`src/rtl/skiplink_pkg.sv`:
```
package skiplink_pkg;
  localparam int unsigned WORD_W = 16;
  localparam int unsigned BYTE_W = 8;
  localparam logic [3:0] OPC_SKIP = 4'hC;

  typedef enum logic [2:0] {
    T_LE     = 3'd0,
    T_LT     = 3'd1,
    T_EQ     = 3'd2,
    T_ZERO   = 3'd3,
    T_ONES   = 3'd4,
    T_ALLSET = 3'd5,
    T_ALLCLR = 3'd6,
    T_HISET  = 3'd7
  } test_e;

  typedef struct packed {
    logic [3:0] opc;
    logic [3:0] ra;
    logic [3:0] rb;
    logic       invert;
    test_e      test;
  } skip_word_t;

  // Raw outcome of one test on an already selected data byte.
  function automatic logic byte_test(test_e t, logic [BYTE_W-1:0] d,
                                     logic [BYTE_W-1:0] m);
    logic r;
    case (t)
      T_LE:     r = (d <= m);
      T_LT:     r = (d < m);
      T_EQ:     r = (d == m);
      T_ZERO:   r = (d == '0);
      T_ONES:   r = (d == '1);
      T_ALLSET,
      T_HISET:  r = ((~d & m) == '0);
      T_ALLCLR: r = ((d & m) == '0);
      default:  r = 1'b0;
    endcase
    return r;
  endfunction

  function automatic logic [WORD_W-1:0] step_addr(logic [WORD_W-1:0] a,
                                                  int unsigned n);
    return a + WORD_W'(n);
  endfunction
endpackage

```
`src/rtl/skiplink_decode.sv`:
```
module skiplink_decode
  import skiplink_pkg::*;
(
  input  logic [WORD_W-1:0] instr,
  output skip_word_t        fields,
  output logic              is_skip
);
  always_comb begin
    fields  = skip_word_t'(instr);
    is_skip = (fields.opc == OPC_SKIP);
  end
endmodule

```
`src/rtl/skiplink_cond.sv`:
```
module skiplink_cond
  import skiplink_pkg::*;
(
  input  skip_word_t        fields,
  input  logic [WORD_W-1:0] data_val,
  input  logic [WORD_W-1:0] mask_val,
  output logic              raw_hit,
  output logic              hit
);
  logic [BYTE_W-1:0] lane;

  always_comb begin
    lane    = (fields.test == T_HISET) ? data_val[WORD_W-1 -: BYTE_W]
                                       : data_val[BYTE_W-1:0];
    raw_hit = byte_test(fields.test, lane, mask_val[BYTE_W-1:0]);
    hit     = raw_hit ^ fields.invert;
  end
endmodule

```
`src/rtl/skiplink_target.sv`:
```
module skiplink_target
  import skiplink_pkg::*;
#(
  parameter int unsigned INSTR_BYTES = 2
) (
  input  logic [WORD_W-1:0] addr,
  output logic [WORD_W-1:0] skip_addr,
  output logic [WORD_W-1:0] fall_addr
);
  localparam int unsigned SKIP_BYTES = 2 * INSTR_BYTES;

  always_comb begin
    skip_addr = step_addr(addr, SKIP_BYTES);
    fall_addr = step_addr(addr, INSTR_BYTES);
  end
endmodule

```
`src/rtl/skiplink_unit.sv`:
```
module skiplink_unit
  import skiplink_pkg::*;
#(
  parameter int unsigned INSTR_BYTES = 2
) (
  input  logic              clk,
  input  logic              rst_n,
  input  logic              valid_in,
  input  logic [WORD_W-1:0] instr,
  input  logic [WORD_W-1:0] cur_addr,
  input  logic [WORD_W-1:0] data_val,
  input  logic [WORD_W-1:0] mask_val,
  output logic [3:0]        sel_data,
  output logic [3:0]        sel_mask,
  output logic              done,
  output logic              cond_met,
  output logic              wr_ia_en,
  output logic              wr_link_en,
  output logic [WORD_W-1:0] wr_data,
  output logic [WORD_W-1:0] next_addr
);
  localparam int unsigned SKIP_BYTES = 2 * INSTR_BYTES;

  skip_word_t        fields;
  logic              is_skip;
  logic              raw_hit;
  logic              hit;
  logic [WORD_W-1:0] skip_addr;
  logic [WORD_W-1:0] fall_addr;
  logic              take_now;
  logic              link_now;

  skiplink_decode u_dec (
    .instr   (instr),
    .fields  (fields),
    .is_skip (is_skip)
  );

  skiplink_cond u_cond (
    .fields   (fields),
    .data_val (data_val),
    .mask_val (mask_val),
    .raw_hit  (raw_hit),
    .hit      (hit)
  );

  skiplink_target #(.INSTR_BYTES(INSTR_BYTES)) u_tgt (
    .addr      (cur_addr),
    .skip_addr (skip_addr),
    .fall_addr (fall_addr)
  );

  assign sel_data = fields.ra;
  assign sel_mask = fields.rb;
  assign take_now = is_skip && hit;
  assign link_now = is_skip && !hit;

  always_ff @(posedge clk) begin
    if (!rst_n) begin
      done       <= 1'b0;
      cond_met   <= 1'b0;
      wr_ia_en   <= 1'b0;
      wr_link_en <= 1'b0;
      wr_data    <= '0;
      next_addr  <= '0;
    end else begin
      done       <= valid_in;
      cond_met   <= valid_in && take_now;
      wr_ia_en   <= valid_in && take_now;
      wr_link_en <= valid_in && link_now;
      if (valid_in) begin
        wr_data   <= skip_addr;
        next_addr <= take_now ? skip_addr : fall_addr;
      end
    end
  end

  assert_done_follows_valid_R2: assert property (@(posedge clk) disable iff (!rst_n)
    valid_in |=> done);
  assert_done_idle_R2: assert property (@(posedge clk) disable iff (!rst_n)
    !valid_in |=> !done);
  assert_single_writer_R8: assert property (@(posedge clk) disable iff (!rst_n)
    $onehot0({wr_ia_en, wr_link_en}));
  assert_write_needs_done_R10: assert property (@(posedge clk) disable iff (!rst_n)
    (wr_ia_en || wr_link_en) |-> done);
  assert_target_value_R8: assert property (@(posedge clk) disable iff (!rst_n)
    (valid_in && is_skip) |=> (wr_data == $past(cur_addr) + WORD_W'(SKIP_BYTES)));
  assert_taken_path_R8: assert property (@(posedge clk) disable iff (!rst_n)
    (valid_in && is_skip && hit) |=> (wr_ia_en && next_addr == wr_data));
  assert_link_path_R9: assert property (@(posedge clk) disable iff (!rst_n)
    (valid_in && is_skip && !hit) |=> (wr_link_en && !wr_ia_en &&
      next_addr == $past(cur_addr) + WORD_W'(INSTR_BYTES)));
  assert_invert_flips_R7: assert property (@(posedge clk) disable iff (!rst_n)
    (valid_in && is_skip && fields.invert) |=> (cond_met == !$past(raw_hit)));
  assert_other_opcode_R10: assert property (@(posedge clk) disable iff (!rst_n)
    (valid_in && !is_skip) |=> (!wr_ia_en && !wr_link_en && !cond_met));
endmodule

```
`config.mk`:
```
export PLATFORM = sky130hd
export DESIGN_NAME = skiplink_unit
export DESIGN_NICKNAME = d
export VERILOG_FILES = /design/src/rtl/skiplink_pkg.sv /design/src/rtl/skiplink_decode.sv /design/src/rtl/skiplink_cond.sv /design/src/rtl/skiplink_target.sv /design/src/rtl/skiplink_unit.sv
export SDC_FILE = /design/constraint.sdc
export NUM_CORES = 1
export LEC_CHECK = 0
export BUFFER_PORTS_ARGS = -buffer_cell sky130_fd_sc_hd__buf_4
export CAP_MARGIN = 20
export CORE_MARGIN = 10
export CORE_UTILIZATION = 35
export DETAILED_ROUTE_END_ITERATION = 8
export SYNTH_ARGS = -nofsm -noshare
export SYNTH_HDL_FRONTEND = slang
export SYNTH_SLANG_ARGS = --single-unit
```
`constraint.sdc`:
```
create_clock -name clk -period 4.55 [get_ports clk]
set_input_delay 0.91 -clock clk [delete_from_list [all_inputs] [get_ports clk]]
set_output_delay 0.91 -clock clk [all_outputs]
set_load 0.05 [all_outputs]
```
# Yosys cells after proc, flatten, opt, wreduce, memory -nomap -nowiden
# Index checks and enable logic that the tools add are counted.
# op_classes
n_addsub,2
multipliers,0
div,0
n_lt_le_gt_ge,2
n_eq_ne,10
shifts,0
n_mux,3
n_bitwise,4
reduce_logical,10
# op_table
op,count
logical NOT 8 bit,3
adder 16 x 2 -> 16 bit (second input constant),1
adder 16 x 3 -> 16 bit (second input constant),1
AND 8 bit,2
two-way mux 16 bit,1
== test 3 bit (second input constant),4
== test 8 bit,1
== test 8 bit (second input constant),1
less-or-equal comparator 8 bit,1
less-than comparator 8 bit,1
two-way mux 8 bit,1
inverter 8 bit,1
one-hot mux 1 bit (7 select lines),1
== test 3 x 2 -> 1 bit (second input constant),2
== test 4 bit (second input constant),1
logical AND 1 bit,4
== test 3 x 1 -> 1 bit (second input constant),1
logical NOT 3 bit,1
OR reduction 2 bit,1
logical NOT 1 bit,1
bitwise XOR 1 bit,1
# word_totals
ff_bits,35
latch_bits,0
mem_bits_rw,0
rom_bits,0
inputBits,67
output_inout_bits,44
word_cells,36
n_memories,0

# Depth between registers and ports, before layout
# depth
depth_word,10
ltp_mapped,15
mapped_depth_nobuf,13

# Cells and area by module
# From an unflattened synthesis, not the netlist that was laid out.
# hier_totals
cells_unflattened,324
area_unflattened_um2,2874.0
# modules_own_cells
mod,n_inst,cells_per_inst,area_each_um2,seq_area_each_um2
skiplink_unit,1,153,1532.7,700.7
skiplink_cond,1,84,654.4,0.0
skiplink_target,1,70,554.3,0.0
skiplink_decode,1,17,132.6,0.0

# Worst setup path before layout
# No wires, ideal clock.
# synth_path
path_type,input -> register
from,in instr[0]
to,reg next_addr[15]
setup_ns,0.074
t_arrival_ns,3.926
required_time_ns,4.476
slack_ns,0.550
cell_stages,13
path_buffers,1
cell_sequence,nand3_2 mux2_2 ha_1 or4b_1 a2111oi_2 a31o_1 a221o_2 o21ai_0 and3b_1 buf_4 mux2i_2 or4b_1 a31oi_1
# synth_between
elab_chain_cells,9
elab_cells_between_ends,24
classes_between,order compare: 2; eq/ne: 9; mux: 3; bitwise: 4; reduce/logical: 6
# synth_rtl
item,line_no,rtl
"start, declared",skiplink_unit.sv:9,"input logic [WORD_W-1:0] instr,"
"parallel branches: the longest is 5 deep, another holds less-than comparator 8 bit",n/a,
one-hot mux 1 bit (7 select lines) *,skiplink_pkg.sv:29,case (t)
bitwise XOR 1 bit *,skiplink_cond.sv:16,hit = raw_hit ^ fields.invert;
logical AND 1 bit *,skiplink_unit.sv:55,assign take_now = is_skip && hit;
two-way mux 16 bit *,skiplink_unit.sv:73,next_addr <= take_now ? skip_addr : fall_addr;
"end signal, assigned",skiplink_unit.sv:73,
"end, declared",skiplink_unit.sv:20,output logic [WORD_W-1:0] next_addr
# Every way passes the cells marked *.
# A chain may end at the register's enable or synchronous reset.

# Final worst setup path
# Ends and elaborated chain as after synthesis.

==> out/results.ini <==
[min_path]
hold_depth = 2
min_from = wr_data[2]
hold_path_class = flop to flop

[synth]
syn-instance-count = 285
syn_nets = 375
synth_area_sq_um = 2360
synthDistinctLibCells = 43
ys_ff_latch = 34
synthFlopType = dfxtp_1
ys_async_sr_fraction = 0
synth_area_leaders = dfxtp_1, ha_1, a211oi_1
synth_edf_count = 0
seq_area_frac_synth = 0.289
yosysTopAreaCell = dfxtp_1
syn_avg_cell_area_sq_um = 8.27
ys_warn_count = 0
synth_top_area_share = 0.289

[worst_setup_path]
r2r-start = wr_data[5]
end_kind = flop
crit_chain = buf_4 > nand3_2 > mux2_2 > ha_1 > or4b_1 > a2111oi_2 > a31o_1 > a221o_2 > o21ai_0 > and3b_1 > mux2i_2 > or4b_1 > a31oi_1
startpoint = instr[0]
critPathLaunchType = input port
cp_num_cells = 13
required_ps = 4770
critical_path.max_fanout = 10
reg2reg_slack_ps = 3830
crit_arrival_ps = 4220
worst-path-buf-inv = 1
crit_family = simple AND/OR/NAND/NOR gates
crit_slowest_cell = or4b_1
slowest_delay_ps = 560
criticalPathCategory = input port to flop
ff2ff_path_depth = 2
crit_top_cell = or4b_1

[sta]
rsz0062_at_grt = no
fmax_mhz = 250
post-route-min-period_ps = 4000
hold_viol = 0
fin_tns_setup_ps = 0
fin_crit_sh = 0.880
setup_viol = 0
tightest_slew_ps = 687
skew_ps = 0
relSlewSlack = 0.541
finalMaxSlewViolations = 0

[route]
drtIter0Drc = 143
vias_per_cell = 5.15
wirelength_um = 6600
wl_per_cell_um = 15.3
dr.pass1.iters = 4
drc_errors = 0
dr_total_vias = 2220
ant_nets = 0

[cts]
h-tree-depth = 2
postCtsSetupBuffers = 0
path_clk_slew_ps = 70
cts_buffers = 5
cts.sinks = 34
root_buffer = clkbuf_8
cts_hold_buf = 0
clock_latency_ps = 290
postCtsResizedCells = 0
cts_tree = built
cts.path.max_buffers = 2

[cells_and_area]
n_antenna_cell = 0
fin_area_sq_um = 3100
seqCellArea_sq_um = 681
mostFrequentLayoutCells = buf_4, dfxtp_1, nor2_1
drive_above_1_share = 0.294
nets = 443
fillers = 648
final_util = 0.480
area_growth_pct = 31.7
multiInputGateArea_sq_um = 1460
layout_commonest_cell = buf_4

[grt]
grt_max_degree = 56
grtUsageTotal = 0.124
grt_pass1_wl_um = 10500
first_global_vias = 2209
overflow = 0
antenna_found_initial = 0

[placement]
dpl_cell_area_sq_um = 2970
port_buffers = 86
gp_congestion = 0.813
hpwl_um = 5290

[power]
p_leak_uw = 0.00142
power.density_nw_per_um2 = 298
max-vdd-ir-drop_v = 0.000106

[floorplan]
die_h_um = 102
die_x_um = 102
core_area_sq_um = 6460
dieArea_sq_um = 10400
rows = 29
io_pins = 111
initial_core_util = 0.365

[flow_run]
cap_violations = 0

[status]
status = finished, final reports clean

-- layer usage --
layer / GRT usage / vias up / part of all wire
li1: - / 1139 / -
met1: 0.147 / 1011 / 0.44
met2: 0.201 / 66 / 0.45
met3: 0.0499 / 4 / 0.092
met4: 0.0369 / 0 / 0.0095
met5: 0 / - / 0
-- stage by stage --
| step | worst slack (ps) | std cells | hold WS (ps) | power (uW) |
|---|---|---|---|---|
| detailed placement | 237 | 423 | 476 | 595 |
| CTS | 514 | 431 | 485 | 935 |
| finish | 547 | 431 | 485 | 923 |
| global placement | 219 | 423 | 470 | 593 |
| floorplan | 550 | 285 | 692 | 513 |
| global route | 337 | 431 | 511 | 972 |
-- area by class of cell --
cell class / instances / share of cell area
repair buffers: 87 / 0.210
inverters: 20 / 0.0242
multi-input cells: 205 / 0.471
clock inverters: 3 / 0.0222
well taps: 77 / 0.0310
flip-flops and latches: 34 / 0.219
clock buffers: 5 / 0.0222
-- registers in the layout, summed over array words and instances (netlist names) --
| name | count |
|---|---|
| wr_data | 16 |
| next_addr | 15 |
| done | 1 |
| wr_ia_en | 1 |
| wr_link_en | 1 |
-- worst min-delay path, cell delays in order (launching register included) --
cell and delay (ps):
dfxtp_1 310, nor2_1 90, a211oi_1 50
-- cells by family after synthesis --
logic type                 count (synthesis)  share of synthesized area
muxes                                     14                     0.0632
buffers and inverters                     46                     0.0913
adders and majority gates                 23                      0.122
AOI/OAI and AO/OA                         55                      0.161
DFF                                       34                      0.289
xor gates and xnor gates                  20                     0.0744
and+or+nand+nor                           93                      0.199
-- synth_stat cells (all sizes together) (3+ instances only) --
master,instances
nor2,30
xor2,11
or3,3
nor3,4
a21oi,5
a31oi,6
mux2i,10
or4,5
nand2,17
dfxtp,34
mux2,4
clkbuf,11
inv,20
buf,15
nand4b,3
xnor2,9
ha,23
nand3,16
o21ai,12
a211oi,17
nand4,4
nor4,5
-- worst paths after layout --
| path | end |
|---|---|
| setup reg to reg | wr_data[5] |
| hold / removal | wr_data[2] |
| hold reg to reg | wr_data[2] |
| setup / recovery | next_addr[15] |
-- power breakdown --
part,switching [uW],total (uW),internal (uW)
Sequential,10.5,328,318
Clock,118,337,220
Combinational,161,258,96.3
No activity file was read; power rests on OpenSTA's default activity.
